$ cat src/rtl/rst_agg_pkg.sv
package rst_agg_pkg;

    localparam int NSRC = 8;

    typedef enum logic [2:0] {
        SRC_POR    = 3'd0,
        SRC_BOR    = 3'd1,
        SRC_PIN    = 3'd2,
        SRC_SW     = 3'd3,
        SRC_WDT    = 3'd4,
        SRC_TRAP   = 3'd5,
        SRC_OPC    = 3'd6,
        SRC_UNINIT = 3'd7
    } src_idx_e;

    typedef enum logic [1:0] {
        BOR_OFF   = 2'b00,
        BOR_SOFT  = 2'b01,
        BOR_AWAKE = 2'b10,
        BOR_ON    = 2'b11
    } bor_mode_e;

    // packed MSB first so bit positions match src_idx_e
    typedef struct packed {
        logic uninit;
        logic bad_op;
        logic trap;
        logic wdt;
        logic sw;
        logic pin;
        logic bor;
        logic por;
    } src_vec_t;

    localparam logic [NSRC-1:0] POR_IMAGE =
        (NSRC'(1) << SRC_POR) | (NSRC'(1) << SRC_BOR);

    function automatic logic bor_allowed(bor_mode_e mode, logic soft_en, logic asleep);
        logic ok;
        unique case (mode)
            BOR_OFF:   ok = 1'b0;
            BOR_SOFT:  ok = soft_en;
            BOR_AWAKE: ok = ~asleep;
            default:   ok = 1'b1;
        endcase
        return ok;
    endfunction

endpackage

$ cat src/rtl/rst_sync_bank.sv
module rst_sync_bank #(
    parameter int           W       = 4,
    parameter logic [W-1:0] RST_VAL = '0
) (
    input  logic         clk,
    input  logic         rst,
    input  logic [W-1:0] d_i,
    output logic [W-1:0] q_o
);

    for (genvar g = 0; g < W; g++) begin : g_bit
        logic meta_q;
        logic stab_q;
        always_ff @(posedge clk) begin
            if (rst) begin
                meta_q <= RST_VAL[g];
                stab_q <= RST_VAL[g];
            end else begin
                meta_q <= d_i[g];
                stab_q <= meta_q;
            end
        end
        assign q_o[g] = stab_q;
    end

endmodule

$ cat src/rtl/rst_pin_filter.sv
module rst_pin_filter #(
    parameter int FILT_LEN = 4
) (
    input  logic clk,
    input  logic rst,
    input  logic pin_low_i,
    output logic req_o
);

    localparam int CW = $clog2(FILT_LEN + 1);
    localparam logic [CW-1:0] FULL = CW'(FILT_LEN);

    logic [CW-1:0] run_q;

    always_ff @(posedge clk) begin
        if (rst) begin
            run_q <= '0;
        end else if (!pin_low_i) begin
            run_q <= '0;
        end else if (run_q != FULL) begin
            run_q <= run_q + 1'b1;
        end
    end

    assign req_o = (run_q == FULL);

    // a recognised pin reset needs the pin low just before
    a_r6_needs_low: assert property (@(posedge clk) disable iff (rst)
        req_o |-> $past(pin_low_i));
    // a released pin drops the request on the next edge
    a_r6_release_clears: assert property (@(posedge clk) disable iff (rst)
        !pin_low_i |=> !req_o);

endmodule

$ cat src/rtl/rst_hold_stretch.sv
module rst_hold_stretch #(
    parameter int HOLD_CYC = 8
) (
    input  logic clk,
    input  logic rst,
    input  logic req_i,
    output logic active_o
);

    localparam int CW = $clog2(HOLD_CYC + 1);
    localparam logic [CW-1:0] LOAD = CW'(HOLD_CYC);

    logic [CW-1:0] left_q;

    always_ff @(posedge clk) begin
        if (rst) begin
            left_q <= '0;
        end else if (req_i) begin
            left_q <= LOAD;
        end else if (left_q != '0) begin
            left_q <= left_q - 1'b1;
        end
    end

    assign active_o = (left_q != '0);

    // release only after a cycle without any request
    a_r8_release_clean: assert property (@(posedge clk) disable iff (rst)
        $fell(active_o) |-> !$past(req_i));

endmodule

$ cat src/rtl/rst_status_reg.sv
module rst_status_reg
    import rst_agg_pkg::*;
(
    input  logic            clk,
    input  logic            rst,
    input  logic            por_i,
    input  logic [NSRC-1:0] hw_set_i,
    input  logic            wr_en_i,
    input  logic [NSRC-1:0] wr_data_i,
    output logic [NSRC-1:0] status_o
);

    logic [NSRC-1:0] stat_q;
    logic [NSRC-1:0] base;

    always_comb begin
        base = wr_en_i ? wr_data_i : stat_q;
    end

    always_ff @(posedge clk) begin
        if (rst) begin
            stat_q <= '0;
        end else if (por_i) begin
            stat_q <= POR_IMAGE;
        end else begin
            stat_q <= base | hw_set_i;
        end
    end

    assign status_o = stat_q;

    // power-on forces the fixed image
    a_r3_por_image: assert property (@(posedge clk) disable iff (rst)
        por_i |=> (status_o == POR_IMAGE));
    // hardware set bits are present on the next edge
    a_r5_hw_wins: assert property (@(posedge clk) disable iff (rst)
        (!por_i && hw_set_i != '0) |=> ((status_o & $past(hw_set_i)) == $past(hw_set_i)));
    // a write without competing sources lands as written
    a_r4_write_lands: assert property (@(posedge clk) disable iff (rst)
        (wr_en_i && !por_i && hw_set_i == '0) |=> (status_o == $past(wr_data_i)));

endmodule

$ cat src/rtl/rst_source_agg.sv
module rst_source_agg
    import rst_agg_pkg::*;
#(
    parameter int FILT_LEN = 4,
    parameter int HOLD_CYC = 8
) (
    input  logic       clk,
    input  logic       rst,
    input  logic       por_det_i,
    input  logic       pin_rst_n_i,
    input  logic       bor_det_i,
    input  logic       wdt_to_i,
    input  logic       sw_rst_i,
    input  logic       trap_cfl_i,
    input  logic       bad_op_i,
    input  logic       uninit_w_i,
    input  logic [1:0] bor_mode_i,
    input  logic       sw_bor_en_i,
    input  logic       sleep_i,
    input  logic       wr_en_i,
    input  logic [7:0] wr_data_i,
    output logic [7:0] status_o,
    output logic       sysrst_o
);

    localparam int NASYNC = 4;
    localparam int A_POR = 0;
    localparam int A_PIN = 1;
    localparam int A_BOR = 2;
    localparam int A_WDT = 3;
    localparam logic [NASYNC-1:0] ASYNC_IDLE = NASYNC'(1) << A_PIN;

    logic [NASYNC-1:0] async_raw;
    logic [NASYNC-1:0] async_s;
    logic              pin_req;
    src_vec_t          req;
    logic              any_req;

    assign async_raw[A_POR] = por_det_i;
    assign async_raw[A_PIN] = pin_rst_n_i;
    assign async_raw[A_BOR] = bor_det_i;
    assign async_raw[A_WDT] = wdt_to_i;

    rst_sync_bank #(
        .W      (NASYNC),
        .RST_VAL(ASYNC_IDLE)
    ) u_sync (
        .clk(clk),
        .rst(rst),
        .d_i(async_raw),
        .q_o(async_s)
    );

    rst_pin_filter #(
        .FILT_LEN(FILT_LEN)
    ) u_pin (
        .clk      (clk),
        .rst      (rst),
        .pin_low_i(~async_s[A_PIN]),
        .req_o    (pin_req)
    );

    always_comb begin
        req        = '0;
        req.por    = async_s[A_POR];
        req.pin    = pin_req;
        req.bor    = async_s[A_BOR] &
                     bor_allowed(bor_mode_e'(bor_mode_i), sw_bor_en_i, sleep_i);
        req.wdt    = async_s[A_WDT];
        req.sw     = sw_rst_i;
        req.trap   = trap_cfl_i;
        req.bad_op = bad_op_i;
        req.uninit = uninit_w_i;
    end

    assign any_req = |req;

    rst_status_reg u_stat (
        .clk      (clk),
        .rst      (rst),
        .por_i    (req.por),
        .hw_set_i (req),
        .wr_en_i  (wr_en_i),
        .wr_data_i(wr_data_i),
        .status_o (status_o)
    );

    rst_hold_stretch #(
        .HOLD_CYC(HOLD_CYC)
    ) u_hold (
        .clk     (clk),
        .rst     (rst),
        .req_i   (any_req),
        .active_o(sysrst_o)
    );

    // any enabled request asserts the system reset next edge
    a_r1_any_asserts: assert property (@(posedge clk) disable iff (rst)
        any_req |=> sysrst_o);
    // writes alone never start a reset
    a_r4_write_no_reset: assert property (@(posedge clk) disable iff (rst)
        (wr_en_i && !any_req) |=> !$rose(sysrst_o));
    // brown-out mode off never raises the brown-out flag
    a_r7_off_no_flag: assert property (@(posedge clk) disable iff (rst)
        (bor_mode_i == 2'b00 && !async_s[A_POR] && !wr_en_i) |=> !$rose(status_o[1]));

endmodule

$ cat config.mk
export PLATFORM = sky130hd
export DESIGN_NAME = rst_source_agg
export DESIGN_NICKNAME = d
export VERILOG_FILES = /design/src/rtl/rst_agg_pkg.sv /design/src/rtl/rst_sync_bank.sv /design/src/rtl/rst_pin_filter.sv /design/src/rtl/rst_hold_stretch.sv /design/src/rtl/rst_status_reg.sv /design/src/rtl/rst_source_agg.sv
export SDC_FILE = /design/constraint.sdc
export NUM_CORES = 1
export LEC_CHECK = 0
export BUFFER_PORTS_ARGS = -buffer_cell sky130_fd_sc_hd__buf_4
export CORE_ASPECT_RATIO = 1.4
export CORE_MARGIN = 2
export CORE_UTILIZATION = 47
export CTS_CLUSTER_DIAMETER = 80
export CTS_CLUSTER_SIZE = 30
export DETAILED_ROUTE_END_ITERATION = 10
export PLACE_DENSITY = 0.76
export SLEW_MARGIN = 20
export SYNTH_ARGS = -nofsm -noshare
export SYNTH_HDL_FRONTEND = slang
export SYNTH_SLANG_ARGS = --single-unit
$ cat constraint.sdc
create_clock -name clk -period 1.95 [get_ports clk]
set_input_delay 0.195 -clock clk [delete_from_list [all_inputs] [get_ports clk]]
set_output_delay 0.195 -clock clk [all_outputs]
set_load 0.01 [all_outputs]
==> summary.txt <==
Logic synthesis
  • Fraction of post-synthesis cell area in the top cell type by area: 49.1%
  • Number of different library cells in the post-synthesis netlist: 23
  • YS warnings: 0
  • Yosys top cell by area: sky130_fd_sc_hd__dfxtp_1
  • Post-synthesis sequential element count: 23
  • Synth Instances: 94
  • Syn_nets: 121
  • Average instance area after synthesis: 9.97 µm²
  • Most area-consuming cells after synthesis: sky130_fd_sc_hd__dfxtp_1 (49%), sky130_fd_sc_hd__nor2b_1 (8.0%), sky130_fd_sc_hd__mux2i_1 (6.4%)
  • Proportion of synthesized chip area in sequential cells: 49.1%
  • Total standard cell area after synthesis: 937 µm²

Die
  • Core Box Area: 1930 µm²
  • Floorplan die area: 2370 µm²
  • Die outline width: 41.7 µm
  • Number of top-level pins: 32
  • Die span in y: 56.8 µm
  • Initial Utilization: 48.7%
  • FP Rows: 19

Critical path
  • Startpoint type of the worst setup path: register
  • Register-to-register setup slack: 0.47 ns
  • Worst Setup End Kind: primary output
  • Biggest fanout along the worst timing path: 4
  • Critical path data arrival time: 1.52 ns
  • Critical path class: reg2out
  • Data required, critical path: 1.75 ns

CTS
  • Total clock buffers created by CTS: 3
  • Post-CTS setup buffers: 0
  • # H-tree levels: 1
  • CTS clk-pin slew, worst paths: 0.12 ns
  • Root Buffer: sky130_fd_sc_hd__clkbuf_4
  • Sink Count: 23
  • Clock latency at the later pin of the worst-skew pair: 0.30 ns
  • Post-cts hold buffer count: 0
  • TritonCTS clock tree: built
  • Number of resized instances in the post-cts repair step: 0
  • Buffer levels on the longest clock path: 2

Pwr
  • Combinational Power Share: 14.3%
  • Fraction of power consumed by sequential logic: 60.1%
  • Switching power as a share of total power: 23.7%
  • Cell internal power dissipation: 0.641 mW
  • Static power due to leakage: 0.523 nW
  • Switch Pwr: 0.199 mW
  • Pwr Density: 699 nW/µm²
  • Part of the total power dissipated in the clock network: 25.6%
  • Worst vdd rail ir drop: 0.493 mV

Place
  • HPWL Detailed: 1.34 mm
  • Worst slack after detailed placement: 0.473 ns
  • IO buf count: 31
  • GP Congestion: 0.804

Flow run
  • Number of max-capacitance violations reported: 0

Cells and area
  • Net count of the finished layout: 152
  • Share of layout cells above drive strength 1: 30.6%
  • Area of combinational cells with multiple inputs: 437 µm²
  • Antenna cell count: 0
  • Relative area change from synthesis to final layout: 28.3%
  • Combined flip-flop and latch cell area: 460 µm²
  • Filler Cells Inserted: 168

STA
  • Smallest hold slack: 0.0675 ns
  • Setup-failing EPs final: 0
  • Period utilization: 87.7%
  • Number of max-slew violations in the final report: 0
  • Final-layout setup total negative slack: 0 ns
  • Final hold violation count: 0
  • Minimum clock period: 1.71 ns
  • Unrepaired setup endpoints after global routing: false
  • Crit path setup slack, layout: 0.239 ns
  • Worst slew margin relative to its limit: 74.1%
  • Fmax: 584 MHz
  • Worst slew pin tran: 0.384 ns
  • Worst clock skew on the final layout: 0.00213 ns

Detailed routing
  • Vias: 764
  • Mean routed wirelength per cell: 12.2 µm
  • Via/cell ratio: 5.27
  • First drt pass iteration count: 4
  • DRC violations left: 0
  • Violation count after the first detailed-route iteration: 5
  • Post-detailed-routing wire length: 1.77 mm
  • Post-DRT Antenna Nets: 0

Status
  • Result of the run: finished clean

Global route
  • GRT Util Overall: 15.7%
  • Number of antenna violations at the first check in global routing: 0
  • Vias in the first global route: 733
  • Grt total ovfl: 0
  • First-pass GRT wire length: 2.93 mm
  • Pin count of the biggest net entering global routing: 22

Min path
  • Path type of the worst min-delay path: in2reg
through the flow:
stage	util (%)	std cells	instance area [µm²]	power, mW
after floorplan	-	94	937	0.572
after global placement	61.0	141	1170	0.633
after detailed placement	61.0	141	1170	0.637
after CTS	62.4	145	1200	0.849
after global routing	62.4	145	1200	0.878
final	62.4	145	1200	0.840
Yosys cell counts, drive strengths merged:
library cell	number
or3b	1
o21ai	2
nor4	2
a21oi	2
nor3	10
nor2b	12
dfxtp	23
nor4b	1
inv	5
a41oi	1
ha	4
xor2	1
o211a	1
a211oi	7
nand3	1
xnor2	2
nand3b	2
buf	2
nand2	3
or2	2
clkbuf	3
nor2	1
mux2i	6
power by group through the flow:
| stage | Sequential [mW] | Clock, mW | Combinational (mW) |
|---|---|---|---|
| 2_1_floorplan | 0.518 | 0 | 0.0543 |
| 4_1_cts | 0.505 | 0.221 | 0.122 |
| 3_5_place_dp | 0.515 | 0 | 0.121 |
| 5_1_grt | 0.509 | 0.238 | 0.132 |
| 3_3_place_gp | 0.515 | 0 | 0.119 |
| 6_report | 0.505 | 0.215 | 0.120 |
cell type report:
cell class / count / share of cell area, %
sequential: 23 / 38.3
multi-input combinational: 61 / 36.3
timing repair buffer: 31 / 19.4
tap: 21 / 2.19
clock buffer: 3 / 1.87
inverter: 5 / 1.56
clock inverter: 1 / 0.416
cells in the final DEF (no fill, tap or decap):
cell type and n:
sky130_fd_sc_hd__nor2b_1 12, sky130_fd_sc_hd__a211oi_1 7, sky130_fd_sc_hd__clkbuf_4 3, sky130_fd_sc_hd__xnor2_1 2
sky130_fd_sc_hd__nand3b_1 2, sky130_fd_sc_hd__mux2i_1 6, sky130_fd_sc_hd__xor2_1 1, sky130_fd_sc_hd__a41oi_1 1
sky130_fd_sc_hd__or2_2 2, sky130_fd_sc_hd__nor2_1 1, sky130_fd_sc_hd__o211a_1 1, sky130_fd_sc_hd__dfxtp_1 23
sky130_fd_sc_hd__clkinv_2 1, sky130_fd_sc_hd__a21oi_1 2, sky130_fd_sc_hd__o21ai_0 2, sky130_fd_sc_hd__nand3_1 1
sky130_fd_sc_hd__or3b_1 1, sky130_fd_sc_hd__inv_1 5, sky130_fd_sc_hd__ha_1 4, sky130_fd_sc_hd__nand2_1 3
sky130_fd_sc_hd__buf_4 31, sky130_fd_sc_hd__nor4b_2 1, sky130_fd_sc_hd__nor4_1 2, sky130_fd_sc_hd__nor3_1 10
worst max-delay path: stages, from the launching register on:
cell and delay (ns):
sky130_fd_sc_hd__dfxtp_1 0.36, sky130_fd_sc_hd__inv_1 0.08, sky130_fd_sc_hd__ha_1 0.16, sky130_fd_sc_hd__or3b_1 0.43
sky130_fd_sc_hd__buf_4 0.18
flip-flops by register name, indices dropped and copies added (netlist names):
name and count:
u_stat.status_o 8, u_hold.left_q 4, u_sync.g_bit.meta_q 4, u_sync.g_bit.stab_q 4
u_pin.run_q 3
layer usage:
layer  vias to the layer above  wire length [µm]  track usage, %
met4                         0                21            6.91
met3                         4                79            2.25
li1                        385                 -               -
met5                         -                 0               0
met1                       353               709            17.0
met2                        22               956            29.2
cells by family (layout without fill, tap and decap cells):
group	after synthesis	in the layout	share of synthesized area, %
muxes	6	6	6.41
buffers and inverters	10	40	4.27
xor gates and xnor gates	3	3	2.80
DFF	23	23	49.1
AOI/OAI and AO/OA	13	13	9.75
and+or+nand+nor	35	35	22.3
adders and majority gates	4	4	5.34
worst paths after layout:
check / startpoint / to / depth (start not counted)
setup reg to reg: u_pin.run_q[0]$_SDFFE_PP0N_ / u_hold.left_q[0]$_SDFFE_PP0P_ / 5
setup / recovery: u_hold.left_q[0]$_SDFFE_PP0P_ / sysrst_o / 4
hold / removal: pin_rst_n_i / u_sync.g_bit[1].meta_q$_SDFF_PP1_ / 2
hold reg to reg: u_sync.g_bit[1].meta_q$_SDFF_PP1_ / u_sync.g_bit[1].stab_q$_SDFF_PP1_ / 1
Power figures use the tool's default switching activity.
